--- src/rtl/gate_seq_pkg.sv ---
package gate_seq_pkg;

    // Sequencer phases within one switching period
    typedef enum logic [2:0] {
        PH_OFF,   // disabled, waiting for a cycle start
        PH_DEAD,  // both gates low before high-side turn-on
        PH_HIGH,  // high-side gate on
        PH_WAIT,  // high side off, waiting for switch node low
        PH_LOW,   // low-side gate on
        PH_LOCK   // switch node never went low: low side held off
    } phase_e;

    typedef struct packed {
        logic start;   // cycle start pulse
        logic stop;    // pwm turn-off request
        logic sw_low;  // switch node low flag
        logic en;      // driver enable
        logic limit;   // maximum on-time reached
    } seq_in_t;

    typedef struct packed {
        logic hs;
        logic ls;
    } gate_t;

    function automatic int duty_limit(input int period, input int pct);
        return (period * pct) / 100;
    endfunction

    function automatic int cnt_width(input int n);
        return (n < 2) ? 1 : $clog2(n + 1);
    endfunction

endpackage

--- src/rtl/gate_seq_delay.sv ---
module gate_seq_delay
    import gate_seq_pkg::*;
#(
    parameter int LEN = 5
) (
    input  logic clk,
    input  logic rst,
    input  logic start,
    output logic done
);
    localparam int W = cnt_width(LEN);
    localparam logic [W-1:0] LAST = W'(LEN - 1);

    logic [W-1:0] cnt;
    logic         busy;

    always_ff @(posedge clk) begin
        if (rst) begin
            busy <= 1'b0;
            cnt  <= '0;
        end else if (start) begin
            busy <= 1'b1;
            cnt  <= '0;
        end else if (busy) begin
            if (cnt == LAST) busy <= 1'b0;
            else             cnt  <= cnt + 1'b1;
        end
    end

    assign done = busy && (cnt == LAST);

endmodule

--- src/rtl/gate_seq_timer.sv ---
module gate_seq_timer
    import gate_seq_pkg::*;
#(
    parameter int MAX_ON_CLKS = 313
) (
    input  logic clk,
    input  logic rst,
    input  logic cyc_start,
    output logic at_limit
);
    localparam int LIM_V = MAX_ON_CLKS - 1;
    localparam int W     = cnt_width(LIM_V);
    localparam logic [W-1:0] LIM = W'(LIM_V);

    logic [W-1:0] pos;

    always_ff @(posedge clk) begin
        if (rst)              pos <= LIM;
        else if (cyc_start)   pos <= '0;
        else if (pos != LIM)  pos <= pos + 1'b1;
    end

    assign at_limit = (pos == LIM);

endmodule

--- src/rtl/gate_seq_fsm.sv ---
module gate_seq_fsm
    import gate_seq_pkg::*;
#(
    parameter int DEAD_CLKS       = 5,
    parameter int SW_TIMEOUT_CLKS = 40
) (
    input  logic    clk,
    input  logic    rst,
    input  seq_in_t in_s,
    output gate_t   gate
);
    phase_e ph, ph_nxt;
    logic   dead_go, wait_go, dead_done, wait_done;

    gate_seq_delay #(.LEN(DEAD_CLKS)) u_dead (
        .clk(clk), .rst(rst), .start(dead_go), .done(dead_done)
    );

    gate_seq_delay #(.LEN(SW_TIMEOUT_CLKS)) u_wait (
        .clk(clk), .rst(rst), .start(wait_go), .done(wait_done)
    );

    always_comb begin
        ph_nxt  = ph;
        dead_go = 1'b0;
        wait_go = 1'b0;
        if (!in_s.en) begin
            ph_nxt = PH_OFF;
        end else if (in_s.start) begin
            if (in_s.stop) begin
                if (ph != PH_LOW) begin
                    ph_nxt  = PH_WAIT;
                    wait_go = 1'b1;
                end
            end else if (ph == PH_HIGH) begin
                ph_nxt  = PH_WAIT;
                wait_go = 1'b1;
            end else begin
                ph_nxt  = PH_DEAD;
                dead_go = 1'b1;
            end
        end else begin
            case (ph)
                PH_DEAD: begin
                    if (in_s.stop) begin
                        ph_nxt  = PH_WAIT;
                        wait_go = 1'b1;
                    end else if (dead_done) begin
                        ph_nxt = PH_HIGH;
                    end
                end
                PH_HIGH: begin
                    if (in_s.stop || in_s.limit) begin
                        ph_nxt  = PH_WAIT;
                        wait_go = 1'b1;
                    end
                end
                PH_WAIT: begin
                    if (in_s.sw_low)     ph_nxt = PH_LOW;
                    else if (wait_done)  ph_nxt = PH_LOCK;
                end
                default: ph_nxt = ph;
            endcase
        end
    end

    always_ff @(posedge clk) begin
        if (rst) ph <= PH_OFF;
        else     ph <= ph_nxt;
    end

    assign gate.hs = (ph == PH_HIGH) && in_s.en;
    assign gate.ls = (ph == PH_LOW)  && in_s.en;

    // Checker support: clocks for which the low side has been seen low
    localparam int LW = cnt_width(DEAD_CLKS);
    logic [LW-1:0] low_run;
    always_ff @(posedge clk) begin
        if (rst)                             low_run <= LW'(DEAD_CLKS);
        else if (gate.ls)                    low_run <= '0;
        else if (low_run != LW'(DEAD_CLKS))  low_run <= low_run + 1'b1;
    end

    a_r1_no_overlap: assert property (@(posedge clk) disable iff (rst)
        !(gate.hs && gate.ls));

    a_r2_dead_before_high: assert property (@(posedge clk) disable iff (rst)
        $rose(gate.hs) |-> (low_run >= LW'(DEAD_CLKS)));

    a_r3_low_after_sw: assert property (@(posedge clk) disable iff (rst)
        $rose(gate.ls) |-> $past(in_s.sw_low));

endmodule

--- src/rtl/gate_seq_top.sv ---
module gate_seq_top
    import gate_seq_pkg::*;
#(
    parameter int PERIOD_CLKS     = 333,
    parameter int MAX_DUTY_PCT    = 94,
    parameter int DEAD_CLKS       = 5,
    parameter int SW_TIMEOUT_CLKS = 40
) (
    input  logic clk,
    input  logic rst,
    input  logic cyc_start,
    input  logic pwm_off,
    input  logic sw_low,
    input  logic drv_en,
    output logic hs_gate,
    output logic ls_gate
);
    localparam int MAX_ON_CLKS = duty_limit(PERIOD_CLKS, MAX_DUTY_PCT);

    logic    at_limit;
    seq_in_t in_s;
    gate_t   gate;

    gate_seq_timer #(.MAX_ON_CLKS(MAX_ON_CLKS)) u_timer (
        .clk(clk), .rst(rst), .cyc_start(cyc_start), .at_limit(at_limit)
    );

    always_comb begin
        in_s.start  = cyc_start;
        in_s.stop   = pwm_off;
        in_s.sw_low = sw_low;
        in_s.en     = drv_en;
        in_s.limit  = at_limit;
    end

    gate_seq_fsm #(
        .DEAD_CLKS(DEAD_CLKS),
        .SW_TIMEOUT_CLKS(SW_TIMEOUT_CLKS)
    ) u_fsm (
        .clk(clk), .rst(rst), .in_s(in_s), .gate(gate)
    );

    assign hs_gate = gate.hs;
    assign ls_gate = gate.ls;

    a_r5_duty_cut: assert property (@(posedge clk) disable iff (rst)
        (hs_gate && at_limit) |=> !hs_gate);

    a_r6_zero_duty: assert property (@(posedge clk) disable iff (rst)
        (cyc_start && pwm_off) |=> !hs_gate);

    a_r9_disable_holds: assert property (@(posedge clk) disable iff (rst)
        !drv_en |=> (!hs_gate && !ls_gate));

endmodule

--- config.mk ---
export PLATFORM = sky130hd
export DESIGN_NAME = gate_seq_top
export DESIGN_NICKNAME = d
export VERILOG_FILES = /design/src/rtl/gate_seq_pkg.sv /design/src/rtl/gate_seq_delay.sv /design/src/rtl/gate_seq_timer.sv /design/src/rtl/gate_seq_fsm.sv /design/src/rtl/gate_seq_top.sv
export SDC_FILE = /design/constraint.sdc
export NUM_CORES = 1
export LEC_CHECK = 0
export BUFFER_PORTS_ARGS = -buffer_cell sky130_fd_sc_hd__buf_2
export CORE_MARGIN = 2
export CORE_UTILIZATION = 45
export CTS_CLUSTER_SIZE = 25
export DETAILED_ROUTE_END_ITERATION = 10
export PLACE_DENSITY_LB_ADDON = 0.25
export REMOVE_ABC_BUFFERS = 1
export SYNTH_ARGS = -nofsm -noshare
export SYNTH_HDL_FRONTEND = slang
export SYNTH_SLANG_ARGS = --single-unit
--- constraint.sdc ---
create_clock -name clk -period 1.5 [get_ports clk]
set_input_delay 0.15 -clock clk [delete_from_list [all_inputs] [get_ports clk]]
set_output_delay 0.15 -clock clk [all_outputs]
set_load 0.1 [all_outputs]
==> impl_results.md, run 1 <==
* DP Area at between 0.001 and 0.0015 sq mm
* Post-synth EDFFs at 0
* Pwr Density at 743 mW/mm^2
* CP Launch Type: register
* Period utilization at 1.10
* Max-slew violation count at 0
* Max clock buf depth at 2
* Cells along the critical path: or4b_4, o211ai_1, o2111ai_2, mux2i_1
* Seq/Total Area, Yosys at 0.366
* Hold_sp: rst
* Vias per cell at 5.76
* Hold Crit Class: in2reg
* Max VDD drop at between 0.7 and 0.8 mV
* Yosys reg bits at 23
* Post-synth ARST share at 0
* FF/Latch Area at 465 sq um
* CP Data Required Time at between 1500 and 2000 ps
* Fin worst setup slack at -143 ps
* Worst skew pair latency at roughly 310 ps
* Slew at the pin closest to its max-slew limit at 381 ps
* IO buf count at 7
* Pleak at 0.628 nW
* Dpl ws at -123 ps
* H-tree Lvls at 1
* Post-Synthesis Cells at 142
* CP max-delay cell: or4b_4
* Count of cell types in the netlist at 45
* Ports at 8
* Hold buffers post-CTS at 0
* CTS root buf: clkbuf_4
* Via count at 1,141
* Cell area after synthesis at 0.00126 sq mm
* Worst setup EP type: register
* Slew HR at 0.743
* Multi-input logic area at around 830 sq um
* Core ar. at roughly 0.0027 sq mm
* Grt ovf at 0
* Syn Area/Cell at 8.86 sq um
* DRC violations left at 0
* Most used flip-flop cell after synthesis: dfxtp_1
* Max incr delay on CP at 580 ps
* Vias in the first global route at around 1,100
* Final WL at 2.83 mm
* Clk sink count at 23
* Detailed placement HPWL at about 2.1 mm
* WS Path Type: reg2reg
* Starting Density at 0.464
* Fill cell count at 251
* Period minus WS final at 1640 ps
* All-layer global routing usage at 0.188
* Area contributors post-synth: dfxtp_1 (37%), xnor2_1 (6.3%), nor3_1 (5.6%)
* Die Wd at 56.9 um
* DRT antenna net count at 0
* Total of max-cap violations at 0
* Hold_ws at between 80 and 90 ps
* DR iter-0 viols at 30
* RSZ-0062 raised after global routing: yes
* Crit-path max FO at 4
* CTS clock-pin slew for the worst setup and hold paths at 130 ps
* Share of cells above drive strength 1 at 0.347
* Largest net degree at the start of global routing at 15
* Status: complete, but fails checks
* Initial antenna violation count at 0
* Fmax at 609 MHz
* Yosys warns at 0
* Final setup vio count at 12
* Drt pass-1 iters at 4
* P&R area growth vs syn at 27.0%
* CTS Buf Count at 3
* Rows at 19
* Synth area leader: dfxtp_1
* Worst r2r src: u_timer.pos[7]
* RD Place Congestion at 0.920
* Failing checks: negative setup slack
* Die footprint at 0.00324 sq mm
* Critical path arrival at 1860 ps
* Post-synth top area share at 0.366
* Per-cell routed wire length at between 10 and 15 um
* Die height at 56.9 um
* Final nets at 179
* Worst setup path start: u_timer.pos[7]
* CTS tree: done
* First-pass GRT wire length at 4.89 mm
* N_diodes at 0
* Final Hold Viols at 0
* Max Clock Skew at 9.90 ps
* Final instance area at 0.00160 sq mm
[synth_stat cells (3+ instances only)]
cell / number
a21oi_1: 7
xor2_1: 3
nor2_1: 10
clkbuf_1: 3
inv_1: 6
a21o_1: 4
mux2i_1: 3
nor3_1: 14
nor3b_1: 3
nand2_1: 5
nand3_1: 6
o21ai_0: 4
xnor2_1: 9
ha_1: 5
dfxtp_1: 23
nand4_1: 5
[through the flow]
| step | instances | power (mW) | setup TNS [ps] | util |
|---|---|---|---|---|
| final | 198 | 1.19 | -645 | 0.590 |
| after detailed placement | 189 | 0.867 | -1020 | 0.531 |
| after floorplan | 136 | 0.786 | -1410 | - |
| after global routing | 198 | 1.25 | -1820 | 0.590 |
| after CTS | 194 | 1.17 | -1160 | 0.556 |
| after global placement | 189 | 0.855 | -506 | 0.531 |
[logic make-up (layout without fill, tap and decap cells)]
group / after synthesis / in the layout / share of synthesized area
and+or+nand+nor: 59 / 59 / 0.273
AOI/OAI and AO/OA: 27 / 27 / 0.149
DFF: 23 / 23 / 0.366
xor gates and xnor gates: 12 / 12 / 0.0835
buffers and inverters: 12 / 37 / 0.0457
adders and majority gates: 5 / 5 / 0.0497
muxes: 4 / 4 / 0.0328
[metal layers]
| layer | GRT usage | wire, um |
|---|---|---|
| met1 | 0.243 | 1210 |
| met2 | 0.320 | 1450 |
| met3 | 0.0230 | 129 |
| met4 | 0.0664 | 43 |
| met5 | 0 | 0 |
[worst max-delay path: cells and delay by family, from the launching register on]
kind / cells / cell delay (ps)
and+or+nand+nor: 1 / 580
AOI/OAI and AO/OA: 2 / 490
DFF: 1 / 340
muxes: 1 / 150
[state kept, by name (all words and copies together), names as in the netlist]
signal             count
u_fsm.u_dead.busy      1
u_fsm.u_dead.cnt       3
u_fsm.u_wait.busy      1
u_fsm.ph               3
u_timer.pos            9
u_fsm.u_wait.cnt       6
[timing repair]
| action | in CTS | in global routing |
|---|---|---|
| resized for setup | 7 | 15 |
| cloned | 0 | 0 |
| setup endpoints to repair | 13 | 17 |
| buffers inserted | 1 | 4 |
| pin swaps | 5 | 11 |
[report_power, final]
part	switching (mW)	total [mW]	internal, mW
Sequential	0.0226	0.658	0.635
Clock	0.190	0.289	0.0996
Combinational	0.123	0.240	0.118
[layout by cell type, fill, tap and decap left out, types with 6 or more instances in the layout]
cell and instances:
xnor2_1 9, nor3_2 6, nor2_1 9, buf_4 20, nor3_1 8, a21oi_1 6, nand3_1 6, dfxtp_1 19
[final timing paths]
check	cells past startpoint	slack, ps	end
setup / recovery	4	-140	u_fsm.ph[1]
setup reg to reg	4	-140	u_fsm.ph[1]
hold / removal	2	80	u_fsm.u_wait.cnt[2]
hold reg to reg	2	570	u_fsm.u_wait.cnt[5]
[cell type report]
cell class / count / area share
Clock inverter: 1 / 0.00313
Inverter: 6 / 0.0141
Timing Repair Buffer: 27 / 0.135
Sequential cell: 23 / 0.291
Multi-Input combinational cell: 107 / 0.519
Clock buffer: 3 / 0.0141
Tap cell: 31 / 0.0243
No activity file was read; power rests on OpenSTA's default activity.
==> inputs of run 2 (changes only) <==
- BUFFER_PORTS_ARGS: -buffer_cell sky130_fd_sc_hd__buf_2 -> -buffer_cell sky130_fd_sc_hd__buf_4
==> run 2 against run 1 <==
The run still ends with negative setup slack left; critical endpoint unchanged; utilization shrank 3.2 points; largest power group unchanged; highest routed layer unchanged; flip-flop and latch count is the same; via count shrank 4.6%; power shrank 2.8%; count of clock-buffer cells in the layout grew 1.
==> impl_results.md, run 2 (same netlist as run 1, synthesis figures left out) <==
* DRC violations left at 0 (unchanged)
* Rows at 19 (unchanged)
* IO buf count at 7 (unchanged)
* Die footprint at 0.00324 sq mm (unchanged)
* N_diodes at 0 (unchanged)
* Fin worst setup slack at -106 ps (+37.5 ps)
* Clock network fraction of total power at 0.247 (+0.003)
* CP Launch Type: register
* Largest net degree at the start of global routing at 21 (+6)
* WS Path Type: reg2reg
* Per-cell routed wire length at 13.3 um (-7.2%)
* Via count at 1,088 (-4.6%)
* Fmax at 623 MHz (+2.3%)
* Max-slew violation count at 0 (unchanged)
* DR iter-0 viols at 25 (-17%)
* Failing checks: negative setup slack
* Internal at 0.845 mW (-0.88%)
* P&R area growth vs syn at 20.1%
* Final setup vio count at 10 (-2)
* All-layer global routing usage at 0.187 (-0.00125)
* Worst setup path start: u_timer.pos[7]
* Hold_sp: cyc_start
* Slew at the pin closest to its max-slew limit at 356 ps (-25.0 ps)
* Switching part of the total at 0.268 (-0.0141)
* CTS Buf Count at 3 (unchanged)
* Max reg flops at 9 (unchanged)
* Final Hold Viols at 0 (unchanged)
* Ports at 8 (unchanged)
* Sequential share of power at 0.569 (+0.015)
* Hold Crit Class: in2reg
* Placed insts at 187 (-1.1%)
* RD Place Congestion at 0.902 (-2.0%)
* Largest Register: u_timer.pos
* Slew HR at 0.760 (+0.0168)
* Detailed placement HPWL at 1.89 mm (-8.9%)
* Most common cell after layout, fill and taps aside: buf_4
* Sw Pwr at 0.309 mW (-7.6%)
* Pwr Density at 764 mW/mm^2 (+2.8%)
* Final WL at 2.58 mm (-9.0%)
* Drt pass-1 iters at 4 (unchanged)
* CP Data Required Time at 1710 ps (about the same)
* Max Clock Skew at 5.25 ps (-4.65 ps)
* Worst setup EP type: register
* DRT antenna net count at 0 (unchanged)
* Initial antenna violation count at 0 (unchanged)
* Pleak at 0.605 nW (-3.7%)
* Final nets at 175 (-2.2%)
* Post-Layout Cell Count at 194 (-2.0%)
* CTS root buf: clkbuf_4
* CTS clock-pin slew for the worst setup and hold paths at 120 ps (about the same)
* Grt ovf at 0 (unchanged)
* Period minus WS final at 1610 ps (-37.5 ps)
* Starting Density at 0.464 (unchanged)
* Dpl ws at -101 ps (+21.9 ps)
* Worst r2r src: u_timer.pos[7]
* Critical path arrival at 1810 ps (-50 ps)
* Biggest regs: u_timer.pos: 9 flops, u_fsm.u_wait.cnt: 6 flops
* H-tree Lvls at 1 (unchanged)
* Vias per cell at 5.61 (-2.7%)
* Die height at 56.9 um (unchanged)
* Period utilization at 1.07 (-0.0250)
* Crit-path max FO at 4 (unchanged)
* Met2 routed WL at 1.26 mm (-13%)
* Routed wl met3 at 108 um (-16%)
* Most frequent cells in the layout: buf_4 (20), dfxtp_1 (19), nor3_1 (13), nor2_1 (10), xnor2_1 (9)
* Comb pwr share at 0.183 (-0.019)
* Hold buffers post-CTS at 0 (unchanged)
* Met1 Wirelength at 1.15 mm (-4.7%)
* Status: complete, but fails checks
* Core ar. at 0.00271 sq mm (unchanged)
* RSZ-0062 raised after global routing: yes
* CTS tree: done
* Vias in the first global route at 1,142 (+1.1%)
* Clk sink count at 23 (unchanged)
* Share of cells above drive strength 1 at 0.264 (-0.0835)
* Top Layer Used: met4
* Total of max-cap violations at 0 (unchanged)
* Max VDD drop at 0.567 mV (-20%)
* Total power at 1.15 mW (-2.8%)
* Worst skew pair latency at 310 ps (about the same)
* Die Wd at 56.9 um (unchanged)
* First-pass GRT wire length at 4.81 mm (-1.7%)
* Max clock buf depth at 2 (unchanged)
* Post-layout util at 0.558 (-0.0323)
## run 2: changes by cell type in the layout (fill, tap and decap cells not counted), sizes merged
| cell | before | now |
|---|---|---|
| clkinv | 1 | 0 |
| buf | 27 | 23 |
| clkbuf | 3 | 4 |
## run 2: critical path, stage by stage (launching register included)
cell,delay [ps]
dfxtp_1,330
or4b_4,570
o211ai_1,280
o2111ai_2,180
mux2i_1,150
## run 2: layer usage
metal	vias up	GRT usage
met4	0	0.0930
met2	21	0.310
met5	-	0
li1	554	-
met1	508	0.235
met3	5	0.0253
## run 2: power groups by stage
stage,clock (mW),sequential [mW],combinational (mW)
detailed placement,0,0.670,0.191
global placement,0,0.668,0.183
global route,0.324,0.661,0.236
finish,0.286,0.657,0.212
floorplan,0,0.672,0.114
CTS,0.302,0.657,0.200
## run 2: path summary, 6_finish.rpt
path                              end  slack [ps]  cells past startpoint
setup / recovery          u_fsm.ph[1]        -110                      4
hold / removal         u_timer.pos[0]          70                      2
setup reg to reg          u_fsm.ph[1]        -110                      4
hold reg to reg   u_fsm.u_dead.cnt[2]         550                      2
## run 2: layout make-up
class | count | area [sq um]
clock buffer | 4 | 26.3
sequential | 23 | 465
inverter | 6 | 22.5
fill | 260 | 1200
timing repair buffer | 23 | 193
multi-input combinational | 107 | 766
tap | 31 | 38.8
## run 2: timing repair
item,4_1_cts,5_1_grt
setup buffers,0,3
pin swaps,3,2
gates resized for setup,12,2
gates cloned,0,0
setup endpoints to repair,11,12
## run 2: metrics by stage
stage / hold WS [ps] / TNS (ps) / area [sq um]
global route: 58.3 / -1650 / 1510
floorplan: 222 / -1410 / 1220
CTS: 52.0 / -925 / 1480
global placement: 406 / -565 / 1410
detailed placement: 413 / -831 / 1410
finish: 70.3 / -904 / 1510
==> inputs of run 3 (changes only) <==
--- a/config.mk
+++ b/config.mk
@@ -12,3 +12,2 @@
 export DETAILED_ROUTE_END_ITERATION = 10
-export PLACE_DENSITY_LB_ADDON = 0.25
 export REMOVE_ABC_BUFFERS = 1
==> constraint.sdc (replaced) <==
create_clock -name clk -period 1.5 [get_ports clk]
set_input_delay 0.225 -clock clk [delete_from_list [all_inputs] [get_ports clk]]
set_output_delay 0.225 -clock clk [all_outputs]
set_load 0.1 [all_outputs]
==> run 3 against run 2 <==
The flow still finishes with violations (negative setup slack); critical path depth did not move; non-clock buffer count rose by 4; first-iteration DRC count rose by 8.0%; register-to-register slack got worse by 40 ps; design area rose by 5.2%; maximum frequency fell by 2.6%; global-route usage fell by 0.26 points; flip-flop and latch count did not move; die area did not move; sequential share of layout area fell by 1.1 points; clock power rose by 2%; largest cell class unchanged; highest routed layer unchanged.
==> impl_results.md, run 3 (same netlist as run 1, synthesis figures left out) <==
* Status: complete, but fails checks
* Failing checks: negative setup slack
* H-tree Lvls at 1 (unchanged)
* R2R depth at 4 (unchanged)
* Per-cell routed wire length at 13.6 um (+2.6%)
* Clk sink count at 23 (unchanged)
* CTS tree: done
* Multi-input logic area at 808 sq um (+5.6%)
* GR Layer Usage met3 at 0.0346 (+0.00922)
* Ports at 8 (unchanged)
* Fmax at 606 MHz (-2.6%)
* Core ar. at 0.00271 sq mm (unchanged)
* Placed insts at 190 (+1.6%)
* Largest Register: u_timer.pos
* Met2 GRT Util at 0.294 (-0.0164)
* P&R area growth vs syn at 26.3%
* Dpl ws at -97.3 ps (+4.16 ps)
* Most frequent cells in the layout: buf_4 (24), dfxtp_1 (18), nor2_1 (10), xnor2_1 (9), nor3_1 (8)
* DRT antenna net count at 0 (unchanged)
* CTS Buf Count at 3 (unchanged)
* Pwr Density at 743 mW/mm^2 (-2.8%)
* Crit-path max FO at 4 (unchanged)
* Max VDD drop at 0.748 mV (+32%)
* Final WL at 2.70 mm (+4.7%)
* Critical path arrival at 1860 ps (+50 ps)
* Die footprint at 0.00324 sq mm (unchanged)
* Max-slew violation count at 0 (unchanged)
* Period minus WS final at 1650 ps (+43.1 ps)
* Total power at 1.18 mW (+2.3%)
* DP Area at 0.00144 sq mm (+1.6%)
* Hold path endpoint: u_timer.pos[0]
* Vias in the first global route at 1,034 (-9.5%)
* Total of max-cap violations at 0 (unchanged)
* Worst r2r src: u_timer.pos[2]
* Most common cell after layout, fill and taps aside: buf_4
* CTS clock-pin slew for the worst setup and hold paths at 120 ps (about the same)
* Grt ovf at 0 (unchanged)
* CP Data Required Time at 1710 ps (about the same)
* All-layer global routing usage at 0.185 (-0.00259)
* Fin worst setup slack at -149 ps (-43.1 ps)
* GRT Max-Usage Layer: met2
* DRC violations left at 0 (unchanged)
* Global Route met1 Usage at 0.246 (+0.0110)
* R2r setup slk at -150 ps (-40 ps)
* Period utilization at 1.10 (+0.0287)
* DR iter-0 viols at 27 (+8.0%)
* IO buf count at 7 (unchanged)
* R2r endpoint: u_fsm.ph[1]
* Max reg flops at 9 (unchanged)
* Detailed placement HPWL at 1.92 mm (+1.9%)
* Hold_ws at 140 ps (+69.4 ps)
* RSZ-0062 raised after global routing: yes
* Slew HR at 0.786 (+0.0256)
* Via count at 1,123 (+3.2%)
* Final nets at 179 (+2.3%)
* Final Hold Viols at 0 (unchanged)
* Worst skew pair latency at 320 ps (about the same)
* Biggest regs: u_timer.pos: 9 flops, u_fsm.u_wait.cnt: 6 flops
* CTS root buf: clkbuf_4
* Starting Density at 0.464 (unchanged)
* Share of cells above drive strength 1 at 0.317 (+0.0536)
* Initial antenna violation count at 0 (unchanged)
* Hold_sp: cyc_start
* N_diodes at 0 (unchanged)
* Largest net degree at the start of global routing at 21 (unchanged)
* Vias per cell at 5.67 (+1.1%)
* Slew at the pin closest to its max-slew limit at 319 ps (-37.2 ps)
* First-pass GRT wire length at 4.75 mm (-1.3%)
* Die Wd at 56.9 um (unchanged)
* Drt pass-1 iters at 4 (unchanged)
* Hold Path Cell Cnt at 2 (unchanged)
* Final instance area at 0.00159 sq mm (+5.2%)
* Die height at 56.9 um (unchanged)
* Hold Crit Class: in2reg
* Fill cell count at 245 (-5.8%)
* Worst setup EP type: register
* CP Launch Type: register
* Hold buffers post-CTS at 0 (unchanged)
* Max clock buf depth at 2 (unchanged)
* FF/Latch Area at 472 sq um (+1.3%)
* Rows at 19 (unchanged)
* Final setup vio count at 11 (+1)
* Post-Layout Cell Count at 198 (+2.1%)
* Max Clock Skew at 2.58 ps (-2.67 ps)
* Pleak at 0.626 nW (+3.6%)
* RD Place Congestion at 0.802 (-11%)
* WS Path Type: reg2reg
run 3: cell types whose count changed in the layout (fill, tap and decap cells not counted), sizes merged:
cell and delta:
buf +4
run 3: timing repair:
action                                  4_1_cts  5_1_grt
pin swaps                                    11        6
endpoints found under the setup margin       11       14
resized for setup                            19        5
setup buffers                                 1        3
run 3: worst max-delay path: stages, from the launching register on:
cell	delay (ps)
dfxtp_2	350
or4b_4	570
o211ai_1	280
o2111ai_1	200
mux2i_1	150
run 3: area by class of cell:
type                    instances  share of cell area
inverters                       6              0.0142
well taps                      31              0.0244
flip-flops and latches         23               0.297
multi-input cells             107               0.508
clock buffers                   4              0.0165
repair buffers                 27               0.140
run 3: how the worst max path moves through the flow:
stage | from | to | slack [ps] | depth (start not counted)
after floorplan | u_fsm.ph[2] | ls_gate | -1230 | 2
after global placement | u_timer.pos[7] | u_fsm.u_wait.cnt[2] | -60 | 4
after detailed placement | u_timer.pos[7] | u_fsm.u_wait.cnt[5] | -100 | 4
after CTS | u_timer.pos[2] | u_fsm.ph[1] | -90 | 4
after global routing | u_timer.pos[2] | u_fsm.ph[1] | -220 | 4
final | u_timer.pos[2] | u_fsm.ph[1] | -150 | 4
run 3: through the flow:
| step | TNS, ps | utilization |
|---|---|---|
| after floorplan | -1560 | - |
| after global placement | -439 | 0.530 |
| after detailed placement | -715 | 0.530 |
| after CTS | -536 | 0.571 |
| after global routing | -1870 | 0.587 |
| final | -1060 | 0.587 |
run 3: metal layers:
| layer | part of all wire | vias up |
|---|---|---|
| met4 | 0.010 | 0 |
| met3 | 0.030 | 2 |
| met1 | 0.49 | 539 |
| met5 | 0 | - |
| li1 | - | 563 |
| met2 | 0.47 | 19 |
run 3: power breakdown:
part           leakage [nW]  internal (mW)  switching (mW)
logic                 0.421          0.118           0.115
registers             0.191          0.632          0.0227
clock network        0.0150          0.104           0.189
total                 0.626          0.854           0.326
